<file path="src/rtl/rstctl_pkg.sv">
package rstctl_pkg;

  localparam int WORD_W     = 32;
  localparam int BYTE_LANES = WORD_W / 8;

  typedef logic [WORD_W-1:0]     word_t;
  typedef logic [BYTE_LANES-1:0] lane_t;

  // Address space half selected by the bit just above the word index.
  typedef enum logic {
    REG_CTRL   = 1'b0,
    REG_STATUS = 1'b1
  } region_e;

  // Replace only the byte lanes whose enable is set.
  function automatic word_t lane_merge(word_t old_w, word_t new_w, lane_t lanes);
    word_t res;
    res = old_w;
    for (int k = 0; k < BYTE_LANES; k++) begin
      if (lanes[k]) res[8*k +: 8] = new_w[8*k +: 8];
    end
    return res;
  endfunction

endpackage

</file>
<file path="src/rtl/rstctl_regs.sv">
module rstctl_regs
  import rstctl_pkg::*;
#(
  parameter int NUM_WORDS = 4,
  parameter int ADDR_W    = 5
) (
  input  logic                        clk,
  input  logic                        rst_n,
  input  logic                        bus_sel,
  input  logic                        bus_wr,
  input  logic [ADDR_W-1:0]           bus_addr,
  input  word_t                       bus_wdata,
  input  lane_t                       bus_be,
  input  logic [NUM_WORDS*WORD_W-1:0] status_vec,
  output logic [NUM_WORDS*WORD_W-1:0] ctrl_vec,
  output word_t                       bus_rdata
);

  localparam int IDX_W = $clog2(NUM_WORDS);

  region_e          acc_region;
  logic [IDX_W-1:0] acc_idx;
  logic             acc_aligned;
  logic             wr_fire;
  logic             rd_fire;

  assign acc_aligned = (bus_addr[1:0] == 2'b00);
  assign acc_region  = region_e'(bus_addr[IDX_W+2]);
  assign acc_idx     = bus_addr[IDX_W+1:2];
  assign wr_fire     = bus_sel & bus_wr & acc_aligned & (acc_region == REG_CTRL);
  assign rd_fire     = bus_sel & ~bus_wr;

  // Control word storage, one register per word.
  for (genvar w = 0; w < NUM_WORDS; w++) begin : g_word
    word_t word_q;
    word_t word_d;
    logic  hit;

    assign hit = wr_fire & (acc_idx == IDX_W'(w));

    always_comb begin
      word_d = word_q;
      if (hit) word_d = lane_merge(word_q, bus_wdata, bus_be);
    end

    always_ff @(posedge clk or negedge rst_n) begin
      if (!rst_n) word_q <= '1;
      else        word_q <= word_d;
    end

    assign ctrl_vec[w*WORD_W +: WORD_W] = word_q;
  end

  // Registered read port.
  word_t rdata_q;
  word_t rdata_d;

  always_comb begin
    rdata_d = rdata_q;
    if (rd_fire) begin
      if (!acc_aligned)                 rdata_d = '0;
      else if (acc_region == REG_CTRL)  rdata_d = ctrl_vec[acc_idx*WORD_W +: WORD_W];
      else                              rdata_d = status_vec[acc_idx*WORD_W +: WORD_W];
    end
  end

  always_ff @(posedge clk or negedge rst_n) begin
    if (!rst_n) rdata_q <= '0;
    else        rdata_q <= rdata_d;
  end

  assign bus_rdata = rdata_q;

endmodule

</file>
<file path="src/rtl/rstctl_sync.sv">
module rstctl_sync #(
  parameter int NUM_LINES = 128
) (
  input  logic                 clk,
  input  logic                 rst_n,
  input  logic [NUM_LINES-1:0] tgt_en,
  input  logic [NUM_LINES-1:0] req_in,
  output logic [NUM_LINES-1:0] ack_out
);

  // Two capture stages per line, advanced only when the target enable is high.
  for (genvar i = 0; i < NUM_LINES; i++) begin : g_line
    logic s1_q, s1_d;
    logic s2_q, s2_d;

    always_comb begin
      s1_d = s1_q;
      s2_d = s2_q;
      if (tgt_en[i]) begin
        s1_d = req_in[i];
        s2_d = s1_q;
      end
    end

    always_ff @(posedge clk or negedge rst_n) begin
      if (!rst_n) begin
        s1_q <= 1'b1;
        s2_q <= 1'b1;
      end else begin
        s1_q <= s1_d;
        s2_q <= s2_d;
      end
    end

    assign ack_out[i] = s2_q;
  end

endmodule

</file>
<file path="src/rtl/rstctl_status.sv">
module rstctl_status #(
  parameter int                   NUM_LINES = 128,
  parameter logic [NUM_LINES-1:0] ACK_POL   = '0
) (
  input  logic [NUM_LINES-1:0] ack_in,
  output logic [NUM_LINES-1:0] status_vec
);

  // A held line reports its mask bit; a released line reports the inverse.
  for (genvar i = 0; i < NUM_LINES; i++) begin : g_pol
    if (ACK_POL[i]) begin : g_direct
      assign status_vec[i] = ack_in[i];
    end else begin : g_invert
      assign status_vec[i] = ~ack_in[i];
    end
  end

endmodule

</file>
<file path="src/rtl/rstctl_top.sv">
module rstctl_top
  import rstctl_pkg::*;
#(
  parameter int                   NUM_LINES = 128,
  parameter logic [NUM_LINES-1:0] ACK_POL   = 128'h0000_0000_0000_0040_0000_0300_0006_0008,
  localparam int                  NUM_WORDS = NUM_LINES / WORD_W,
  localparam int                  ADDR_W    = $clog2(NUM_WORDS) + 3
) (
  input  logic                  clk,
  input  logic                  rst_n,
  input  logic                  bus_sel,
  input  logic                  bus_wr,
  input  logic [ADDR_W-1:0]     bus_addr,
  input  logic [WORD_W-1:0]     bus_wdata,
  input  logic [BYTE_LANES-1:0] bus_be,
  input  logic [NUM_LINES-1:0]  tgt_en,
  output logic [WORD_W-1:0]     bus_rdata,
  output logic [NUM_LINES-1:0]  line_rst
);

  logic [NUM_LINES-1:0] ctrl_vec;
  logic [NUM_LINES-1:0] ack_vec;
  logic [NUM_LINES-1:0] status_vec;

  rstctl_regs #(
    .NUM_WORDS (NUM_WORDS),
    .ADDR_W    (ADDR_W)
  ) u_regs (
    .clk        (clk),
    .rst_n      (rst_n),
    .bus_sel    (bus_sel),
    .bus_wr     (bus_wr),
    .bus_addr   (bus_addr),
    .bus_wdata  (bus_wdata),
    .bus_be     (bus_be),
    .status_vec (status_vec),
    .ctrl_vec   (ctrl_vec),
    .bus_rdata  (bus_rdata)
  );

  rstctl_sync #(
    .NUM_LINES (NUM_LINES)
  ) u_sync (
    .clk     (clk),
    .rst_n   (rst_n),
    .tgt_en  (tgt_en),
    .req_in  (ctrl_vec),
    .ack_out (ack_vec)
  );

  rstctl_status #(
    .NUM_LINES (NUM_LINES),
    .ACK_POL   (ACK_POL)
  ) u_status (
    .ack_in     (ack_vec),
    .status_vec (status_vec)
  );

  assign line_rst = ctrl_vec;

endmodule

</file>
<file path="config.mk">
export PLATFORM = sky130hd
export DESIGN_NAME = rstctl_top
export DESIGN_NICKNAME = d
export VERILOG_FILES = /design/src/rtl/rstctl_pkg.sv /design/src/rtl/rstctl_regs.sv /design/src/rtl/rstctl_sync.sv /design/src/rtl/rstctl_status.sv /design/src/rtl/rstctl_top.sv
export SDC_FILE = /design/constraint.sdc
export NUM_CORES = 1
export LEC_CHECK = 0
export BUFFER_PORTS_ARGS = -buffer_cell sky130_fd_sc_hd__buf_4
export CORE_MARGIN = 2
export CORE_UTILIZATION = 40
export CTS_CLUSTER_SIZE = 20
export DETAILED_ROUTE_END_ITERATION = 7
export GPL_TIMING_DRIVEN = 0
export HOLD_SLACK_MARGIN = 0.06
export PLACE_DENSITY = 0.67
export SETUP_SLACK_MARGIN = 0.05
export SLEW_MARGIN = 15
export SYNTH_ARGS = -nofsm -noshare
export SYNTH_HDL_FRONTEND = slang
export SYNTH_SLANG_ARGS = --single-unit
</file>
<file path="constraint.sdc">
create_clock -name clk -period 1.27 [get_ports clk]
set_input_delay 0.0635 -clock clk [delete_from_list [all_inputs] [get_ports clk]]
set_output_delay 0.0635 -clock clk [all_outputs]
set_load 0.02 [all_outputs]
</file>
==> flow_metrics.py, run 1 <==
metrics = {
    "synthesis": {
        "ys_types": 28,
        "yosys_warnings": 0,
        "yosys-top-cells-area": "dfstp_2 55%, mux2_2 16%, mux2_4 9.8%, dfrtp_1 4.4%, a21oi_1 3.3%",
        "netlist_area_mm2": 0.0183,
        "syn_avg_cell_area_um2": 14.5,
        "yosysSeqAreaShare_pct": 59.5,
        "syn_inst": 1267,
        "yosys.area.top_type": "dfstp_2",
        "yosys.area.top_type_share_pct": 55.1,
        "ys_ff_latch": 416,
        "synth_edf_count": 0,
        "synth_async_sr_flop_share_pct": 100,
        "syn_nets": 1440,
        "synth_flop_cell": "dfstp_2",
    },
    "sta": {
        "slew_violations": 0,
        "slew_headroom_pct": 23.6,
        "setup_viol": 143,
        "hold_ws_ns": -0.562,
        "hold_viol_final": 107,
        "worst_slew_pin_slew_ns": 1.15,
        "period_needed_ns": 1.47,
        "period_share_pct": 115,
        "finClkSkew_ns": 0.00868,
        "fin_ws_ns": -0.196,
        "fmax_ghz": 0.682,
        "rsz0062_at_grt": "true",
    },
    "clock_network": {
        "cts_tree": "done",
        "cts_buffers": 45,
        "clk_pin_slew_ns": 0.07,
        "clock-root-buffer": "clkbuf_16",
        "cts.sink_count": 416,
        "cts_buffer_depth": 3,
        "clk_latency_ns": 0.56,
        "h-tree-depth": 2,
        "postCtsHoldBufs": 161,
    },
    "placed_design": {
        "routabilityCongestion": 0.771,
        "place_area_mm2": 0.0217,
        "dp_hpwl_um": 38000,
        "numPortBuffers": 331,
    },
    "drt": {
        "avgViaCountPerCell": 5.24,
        "drcViolationCount": 0,
        "firstDrtPassIters": 5,
        "drtIter0Drc": 728,
        "routedWlPerCell_um": 23.8,
        "postRouteAntennaNets": 0,
        "routed_wl_um": 62500,
        "vias": 13800,
    },
    "floorplanning": {
        "io-pin-count": 333,
        "die_area_mm2": 0.0475,
        "die_w_um": 218,
        "core_mm2": 0.0453,
        "initial_core_util_pct": 40.5,
        "rows": 78,
        "dieHeight_um": 218,
    },
    "global_routing": {
        "grt_pass1_vias": 14400,
        "grtUsageMet2_pct": 42.1,
        "grtUsageTotal_pct": 25.0,
        "grt.busiest_layer": "met2",
        "grt_max_degree": 113,
        "grtUsageMet3_pct": 5.44,
        "overflow": 0,
        "grt_pass1_wl_um": 88100,
        "antenna_found_initial": 4,
        "met1_usage_pct": 31.9,
    },
    "worst_setup_path": {
        "worstPathRequired_ns": 1.70,
        "end_kind": "flip-flop",
        "path_max_fanout": 3,
        "cp-start-kind": "flip-flop",
        "worstPathArrival_ns": 1.90,
        "worstSetupPathType": "flip-flop to flip-flop",
    },
    "status": {
        "violations": "negative hold slack, negative setup slack",
        "outcome": "complete, but fails checks",
    },
    "power_and_ir_drop": {
        "p_total_w": 0.0380,
        "power_density_mw_per_mm2": 1370,
        "peakVddDrop_uv": 1840,
        "p_leak_nw": 12.4,
    },
    "cells_and_area": {
        "final_common_cell": "dfstp_2",
        "drive_above_1_share_pct": 77.7,
        "final_cell_mix": "384 x dfstp_2, 307 x buf_4, 262 x mux2_2",
        "syn_to_final_growth_pct": 51.7,
        "regArea_mm2": 0.0109,
        "fin_area_mm2": 0.0278,
        "final_nets": 2163,
        "multiInputGateArea_mm2": 0.00779,
        "fill_cells": 3307,
    },
    "run": {
        "max_cap_viol_count": 0,
    },
    "min_path": {
        "hp-class": "input pin to async pin",
    },
}
[through the flow]
step           util (%)  setup TNS (ns)  setup WS, ns  hold WS (ns)  instances
3_3_place_gp       47.6        -1089.64         -3.74         0.311       2198
4_1_cts            58.6           -7.19        -0.101        -0.595       2571
3_5_place_dp       47.9          -95.84         -1.05       0.00456       2202
6_report           61.4           -4.88        -0.196        -0.562       2627
5_1_grt            61.4          -11.24        -0.219        -0.594       2627
2_1_floorplan         -               0        0.0173        -0.232       1267
[routing by layer]
layer / up-vias / routed length, um
met5: - / 13
met2: 487 / 31300
met1: 7143 / 25700
met3: 109 / 3620
li1: 6012 / -
met4: 2 / 1840
[state kept, by name, indices dropped and copies added (netlist names)]
name / flops
u_sync.g_line.s2_q: 128
u_sync.g_line.s1_q: 128
u_regs.g_word.word_q: 128
u_regs.bus_rdata: 32
[worst paths after layout]
check / start / end / slack [ns] / cells past startpoint
setup / recovery: u_regs.g_word[3].word_q[12]$_DFFE_PN1P_ / u_regs.bus_rdata[12]$_DFFE_PN0P_ / -0.20 / 5
min in group clk: bus_addr[3] / u_regs.g_word[0].word_q[13]$_DFFE_PN1P_ / 0.09 / 4
hold / removal: rst_n / u_sync.g_line[36].s1_q$_DFFE_PN1P_ / -0.56 / 1
setup reg to reg: u_regs.g_word[3].word_q[12]$_DFFE_PN1P_ / u_regs.bus_rdata[12]$_DFFE_PN0P_ / -0.20 / 5
hold reg to reg: u_regs.bus_rdata[25]$_DFFE_PN0P_ / u_regs.bus_rdata[25]$_DFFE_PN0P_ / 0.48 / 2
max in group asynchronous: rst_n / u_sync.g_line[63].s1_q$_DFFE_PN1P_ / 0.32 / 4
[synthesized netlist by cell type, drive strengths merged (2+ instances only)]
master	n
mux2	390
dfstp	384
a21oi	121
nor2	119
o22ai	62
nand2	49
dfrtp	32
buf	31
o31ai	31
clkbuf	25
nand2b	9
and3	4
nor2b	2
[report_power, final]
group	switching [W]	internal, W
registers	0.000911	0.0154
clock network	0.00549	0.00927
logic	0.00311	0.00379
[cell type report]
| class | count | area share, % |
|---|---|---|
| antenna | 3 | 0.0270 |
| buffer | 55 | 1.19 |
| clock buffer | 60 | 4.72 |
| clock inverter | 21 | 1.29 |
| inverter | 1 | 0.0135 |
| multi-input combinational | 794 | 28.0 |
| sequential | 416 | 39.2 |
| tap | 600 | 2.70 |
| timing repair buffer | 677 | 22.8 |
[worst max-delay path, cell delays in order, from the launching register on]
cell and delay (ns):
dfstp_2 0.56, buf_6 0.11, nor2_4 0.03, a21oi_2 0.13
o22ai_1 0.10, o31ai_1 0.40
[logic make-up (layout without fill, tap and decap cells)]
logic type / after synthesis / after routing / synth area share, %
AOI/OAI and AO/OA: 216 / 216 / 6.77
buffers and inverters: 57 / 814 / 1.59
DFF: 416 / 416 / 59.5
muxes: 391 / 391 / 26.5
other: 0 / 3 / 0
and+or+nand+nor: 187 / 187 / 5.70
[repair_timing]
item | CTS | global route
setup buffers | 128 | 57
resized for setup | 173 | 229
hold endpoints to repair | 493 | 107
endpoints found under the setup margin | 165 | 166
gates cloned | 0 | 0
pin swaps | 34 | 74
(Power assumes the default switching activity.)
==> inputs of run 2 (changes only) <==
--- a/config.mk
+++ b/config.mk
@@ -6,6 +6,7 @@
 export NUM_CORES = 1
 export LEC_CHECK = 0
 export BUFFER_PORTS_ARGS = -buffer_cell sky130_fd_sc_hd__buf_4
+export CAP_MARGIN = 15
 export CORE_MARGIN = 2
 export CORE_UTILIZATION = 40
 export CTS_CLUSTER_SIZE = 20
==> constraint.sdc (replaced) <==
create_clock -name clk -period 1.27 [get_ports clk]
set_input_delay 0.1905 -clock clk [delete_from_list [all_inputs] [get_ports clk]]
set_output_delay 0.1905 -clock clk [all_outputs]
set_load 0.02 [all_outputs]
==> run 2 against run 1 <==
Net effect:
- the flow still finishes with violations (negative hold slack, negative setup slack)
- largest cell class unchanged
- count of clock-buffer cells in the layout rose by 3
- critical path type is now flip-flop to output port
- worst setup slack lost 0.0064 ns
- register-to-register slack better by 0.11 ns
- die area is the same
- core utilization rose by 0.81 points
- via count up 0.76%
- cell count increased by 1.2%
- power fell by 0.73%
- routed wire length grew 2.2%
==> flow_metrics.py, run 2 (same netlist as run 1, synthesis figures left out) <==
metrics = {
    "status": {
        "outcome": "complete, but fails checks",
        "violations": "negative hold slack, negative setup slack",
    },
    "clock_network": {
        "cts_buffer_depth": 3,
        "clk_pin_slew_ns": 0.06,
        "h-tree-depth": 2,
        "clk_latency_ns": 0.58,
        "postCtsHoldBufs": 167,
        "clock-root-buffer": "clkbuf_16",
        "cts_tree": "done",
        "cts.sink_count": 416,
        "cts_buffers": 46,
    },
    "worst_setup_path": {
        "cp.depth": 1,
        "critPathMaxStageDelay_ns": 0.57,
        "r2r_start": "u_regs.g_word[3].word_q[24]$_DFFE_PN1P_",
        "crit_path_top_delay_cell": "dfstp_2",
        "worstPathArrival_ns": 1.28,
        "path_max_fanout": 4,
        "critical_path_buf_inv_count": 1,
        "r2r_slack_ns": -0.09,
        "worstPathRequired_ns": 1.08,
        "crit_chain": "buf_6",
        "worstSetupPathType": "flip-flop to output port",
        "reg2reg_depth": 5,
        "end_kind": "output port",
        "rr_endpoint": "u_regs.bus_rdata[24]$_DFFE_PN0P_",
        "cp-start-kind": "flip-flop",
        "crit_family": "flip-flops",
        "cp-endpoint": "line_rst[25]",
        "critPathLaunch": "u_regs.g_word[0].word_q[25]$_DFFE_PN1P_",
    },
    "power_and_ir_drop": {
        "p_total_w": 0.0377,
        "power_density_mw_per_mm2": 1340,
        "peakVddDrop_uv": 1030,
        "p_leak_nw": 12.6,
    },
    "floorplanning": {
        "core_mm2": 0.0453,
        "rows": 78,
        "io-pin-count": 333,
        "initial_core_util_pct": 40.5,
        "die_area_mm2": 0.0475,
        "dieHeight_um": 218,
        "die_w_um": 218,
    },
    "cells_and_area": {
        "fin_area_mm2": 0.0282,
        "syn_to_final_growth_pct": 53.7,
        "final_common_cell": "dfstp_2",
        "drive_above_1_share_pct": 78.4,
        "final_cell_mix": "384 x dfstp_2, 277 x buf_4, 265 x buf_6",
        "reg_top3": "u_regs.g_word.word_q: 128 flops, u_sync.g_line.s1_q: 128 flops, u_sync.g_line.s2_q: 128 flops",
        "final_nets": 2194,
        "final_util_pct": 62.2,
    },
    "sta": {
        "period_needed_ns": 1.47,
        "fmax_ghz": 0.679,
        "setup-tns-final_ns": -23.75,
        "fin_ws_ns": -0.202,
        "hold_ws_ns": -0.0316,
        "finClkSkew_ns": 0.0146,
        "hold_viol_final": 29,
        "slew_headroom_pct": 33.9,
        "rsz0062_at_grt": "true",
        "period_share_pct": 116,
        "slew_violations": 0,
        "worst_slew_pin_slew_ns": 0.991,
        "setup_viol": 179,
    },
    "global_routing": {
        "grt_max_degree": 103,
        "overflow": 0,
        "grt_pass1_vias": 15000,
        "antenna_found_initial": 2,
        "grt_pass1_wl_um": 92500,
        "grtUsageTotal_pct": 26.2,
    },
    "drt": {
        "firstDrtPassIters": 5,
        "routedWlPerCell_um": 24.0,
        "routed_wl_um": 63900,
        "vias": 13900,
        "drtIter0Drc": 719,
        "drcViolationCount": 0,
        "avgViaCountPerCell": 5.21,
        "postRouteAntennaNets": 0,
    },
    "placed_design": {
        "numPortBuffers": 331,
        "dp_hpwl_um": 37700,
        "place_area_mm2": 0.0217,
        "routabilityCongestion": 0.788,
    },
    "run": {
        "max_cap_viol_count": 0,
    },
    "min_path": {
        "hp-class": "input pin to async pin",
    },
}
-- run 2: cell count changes in the layout (fill, tap and decap cells not counted), sizes merged, moves of 2 or more --
cell	before	now
buf	544	571
clkbuf	85	91
inv	1	3
clkinvlp	0	2
bufinv	10	6
clkdlybuf4s15	2	0
-- run 2: stage by stage --
| step | hold WS [ns] | setup WS, ns | instances |
|---|---|---|---|
| after floorplan | -0.105 | -0.110 | 1267 |
| final | -0.0316 | -0.202 | 2659 |
| after detailed placement | 0.0886 | -0.862 | 2202 |
| after CTS | -0.0386 | -0.246 | 2596 |
| after global routing | -0.000587 | -0.249 | 2659 |
| after global placement | 0.437 | -3.90 | 2198 |
-- run 2: worst min path at each step --
stage	depth (start not counted)	end	from	slack [ns]
6_report	3	u_sync.g_line[20].s1_q$_DFFE_PN1P_	rst_n	-0.03
3_5_place_dp	1	u_regs.bus_rdata[20]$_DFFE_PN0P_	rst_n	0.09
5_1_grt	3	u_sync.g_line[20].s1_q$_DFFE_PN1P_	rst_n	-0.0006
4_1_cts	3	u_sync.g_line[20].s2_q$_DFFE_PN1P_	rst_n	-0.04
2_1_floorplan	0	u_regs.bus_rdata[0]$_DFFE_PN0P_	rst_n	-0.11
3_3_place_gp	2	u_regs.g_word[2].word_q[5]$_DFFE_PN1P_	bus_wdata[5]	0.44
-- run 2: power breakdown --
group,switching [W],internal [W]
logic,0.00316,0.00397
registers,0.000939,0.0154
clock network,0.00563,0.00859
-- run 2: layer usage --
layer	wire length, um	up-vias	global-route usage (%)
met3	3690	138	4.88
met5	0	-	0
met1	26000	7143	33.3
li1	-	6076	-
met4	2380	0	10.1
met2	31800	500	44.1
-- run 2: layout make-up --
type	count	area, um^2
Buffer	56	357
Inverter	1	3.75
Tap cell	600	751
Clock buffer	63	1340
Sequential cell	416	10900
Antenna cell	2	5.00
Multi-Input combinational cell	794	7720
Clock inverter	21	279
Timing Repair Buffer	706	6810
Fill cell	3291	17100
-- run 2: repair_timing --
| item | in CTS | in global routing |
|---|---|---|
| pin swaps | 61 | 68 |
| gates resized for setup | 239 | 215 |
| buffers inserted | 143 | 85 |
| hold endpoints to repair | 435 | 73 |
| endpoints found under the setup margin | 192 | 202 |
==> inputs of run 3 (changes only) <==
--- a/config.mk
+++ b/config.mk
@@ -5,17 +5,18 @@
 export SDC_FILE = /design/constraint.sdc
 export NUM_CORES = 1
 export LEC_CHECK = 0
-export BUFFER_PORTS_ARGS = -buffer_cell sky130_fd_sc_hd__buf_4
 export CAP_MARGIN = 15
 export CORE_MARGIN = 2
 export CORE_UTILIZATION = 40
 export CTS_CLUSTER_SIZE = 20
 export DETAILED_ROUTE_END_ITERATION = 7
+export DONT_BUFFER_PORTS = 1
 export GPL_TIMING_DRIVEN = 0
 export HOLD_SLACK_MARGIN = 0.06
-export PLACE_DENSITY = 0.67
+export PLACE_DENSITY = 0.6
 export SETUP_SLACK_MARGIN = 0.05
 export SLEW_MARGIN = 15
 export SYNTH_ARGS = -nofsm -noshare
 export SYNTH_HDL_FRONTEND = slang
 export SYNTH_SLANG_ARGS = --single-unit
+export TNS_END_PERCENT = 100
==> run 3 against run 2 <==
Net effect:
- the run ends with negative hold slack, max-slew violations, negative setup slack left
- count of clock-buffer cells in the layout grew 9
- final area shrank 20%
- power shrank 11%
- largest cell class unchanged
==> flow_metrics.py, run 3 (same netlist as run 1, synthesis figures left out) <==
metrics = {
    "status": {
        "outcome": "complete, but fails checks",
        "violations": "negative hold slack, max-slew violations, negative setup slack",
    },
    "worst_setup_path": {
        "path_max_fanout": 416,
        "worstSetupPathType": "input pin to async pin",
        "end_kind": "async pin",
        "worstPathArrival_ns": 1.61,
        "worstPathRequired_ns": 1.10,
        "cp-start-kind": "input pin",
        "critPathLaunch": "rst_n",
        "r2r_start": "u_regs.g_word[3].word_q[14]$_DFFE_PN1P_",
    },
    "clock_network": {
        "clk_pin_slew_ns": 0.06,
        "cts.sink_count": 416,
        "clk_latency_ns": 0.58,
        "cts_buffer_depth": 3,
        "cts_buffers": 45,
        "cts_tree": "done",
        "h-tree-depth": 2,
        "clock-root-buffer": "clkbuf_16",
    },
    "cells_and_area": {
        "drive_above_1_share_pct": 64.8,
        "reg_top3": "u_regs.g_word.word_q: 128 flops, u_sync.g_line.s1_q: 128 flops, u_sync.g_line.s2_q: 128 flops",
        "syn_to_final_growth_pct": 22.7,
        "finalNonFillerCells": 2113,
        "final_nets": 1651,
        "regArea_mm2": 0.0109,
        "fill_cells": 3875,
        "multiInputGateArea_mm2": 0.00731,
        "final_common_cell": "dfstp_2",
        "diodes": 0,
        "final_util_pct": 49.6,
        "final_cell_mix": "384 x dfstp_2, 262 x mux2_2, 164 x dlygate4sd3_1",
    },
    "sta": {
        "setup-tns-final_ns": -21.43,
        "slew_violations": 307,
        "rsz0062_at_grt": "true",
        "setup_viol": 161,
        "slew_headroom_pct": -89.5,
        "hold_ws_ns": -0.633,
        "fin_ws_ns": -0.512,
        "period_needed_ns": 1.78,
        "worst_slew_pin_slew_ns": 2.84,
        "finClkSkew_ns": 0.0166,
        "period_share_pct": 140,
        "fmax_ghz": 0.561,
        "hold_viol_final": 93,
    },
    "drt": {
        "postRouteAntennaNets": 0,
        "vias": 11500,
        "routedWlPerCell_um": 26.1,
        "avgViaCountPerCell": 5.44,
        "routed_wl_um": 55200,
        "drcViolationCount": 0,
        "firstDrtPassIters": 5,
        "drtIter0Drc": 673,
    },
    "floorplanning": {
        "core_mm2": 0.0453,
        "die_area_mm2": 0.0475,
        "rows": 78,
        "dieHeight_um": 218,
        "die_w_um": 218,
        "initial_core_util_pct": 40.5,
        "io-pin-count": 333,
    },
    "global_routing": {
        "grt_pass1_vias": 12200,
        "overflow": 0,
        "grt_pass1_wl_um": 80900,
        "grt_max_degree": 417,
        "grtUsageTotal_pct": 23.2,
        "antenna_found_initial": 4,
    },
    "placed_design": {
        "dp_hpwl_um": 36600,
        "pre_cts_ws_ns": -0.764,
        "routabilityCongestion": 0.784,
        "numPortBuffers": 0,
        "dp.cells": 1867,
    },
    "run": {
        "max_cap_viol_count": 0,
    },
    "power_and_ir_drop": {
        "power_density_mw_per_mm2": 1500,
        "peakVddDrop_uv": 1110,
        "p_total_w": 0.0336,
        "sw_frac_of_total_pct": 24.9,
        "seqPwrFrac_pct": 50.6,
        "comb_power_share_pct": 10.0,
        "p_int_w": 0.0252,
        "clockPowerShare_pct": 39.5,
        "switching_power_w": 0.00837,
        "p_leak_nw": 9.33,
    },
    "min_path": {
        "hp-class": "input pin to async pin",
    },
}
==> run 3: changes by cell type in the layout (fill, tap and decap cells not counted), moves of 15 or more <==
cell      previous run  this run
dfrtp_1             32         0
nor2_2              56        18
a21oi_2             65        22
a21oi_1             56        99
clkbuf_1             9        24
buf_4              277         0
buf_6              265         8
dfrtp_2              0        32
nor2_1              52       100
==> run 3: path summary, 6_finish.rpt <==
check | end | slack, ns | depth (start not counted)
setup / recovery | u_regs.bus_rdata[18]$_DFFE_PN0P_ | -0.51 | 0
max in group clk | line_rst[110] | -0.15 | 0
setup reg to reg | u_regs.bus_rdata[14]$_DFFE_PN0P_ | -0.12 | 4
hold / removal | u_regs.bus_rdata[20]$_DFFE_PN0P_ | -0.63 | 0
min in group clk | u_regs.bus_rdata[1]$_DFFE_PN0P_ | -0.01 | 3
hold reg to reg | u_regs.bus_rdata[6]$_DFFE_PN0P_ | 0.59 | 2
==> run 3: cell type report <==
type / count / area share, %
Buffer: 56 / 1.53
Clock buffer: 72 / 6.18
Clock inverter: 10 / 0.479
Inverter: 1 / 0.0167
Multi-Input combinational cell: 794 / 32.5
Sequential cell: 416 / 48.6
Tap cell: 600 / 3.34
Timing Repair Buffer: 164 / 7.30
==> run 3: metrics by stage <==
stage	cell area [um^2]	hold WS [ns]
4_1_cts	22400	-0.705
2_1_floorplan	18400	-0.105
3_5_place_dp	19100	-0.0945
3_3_place_gp	19100	-0.0866
6_report	22500	-0.633
5_1_grt	22500	-0.675
==> run 3: power groups by stage <==
| stage | clock network (W) | registers (W) | logic, W |
|---|---|---|---|
| after global placement | 0 | 0.0171 | 0.00264 |
| after global routing | 0.0141 | 0.0172 | 0.00362 |
| after detailed placement | 0 | 0.0171 | 0.00273 |
| after CTS | 0.0136 | 0.0170 | 0.00334 |
| final | 0.0133 | 0.0170 | 0.00336 |
| after floorplan | 0 | 0.0167 | 0.00218 |
==> run 3: routing by layer <==
metal  vias to the layer above  part of all wire (%)  GRT usage, %
met1                      6062                    43          30.7
met5                         -                     0             0
met3                       102                   6.1          5.09
li1                       4990                     -             -
met4                         0                   2.7          7.51
met2                       336                    48          37.7
==> run 3: what timing repair did <==
item                                   in CTS  in global routing
setup endpoints to repair                 192                192
setup buffers                               0                  0
gates cloned                                0                  0
resized for setup                          50                 30
pin swaps                                  47                 38
hold buffers                              162                  2
endpoints found under the hold margin     804                450
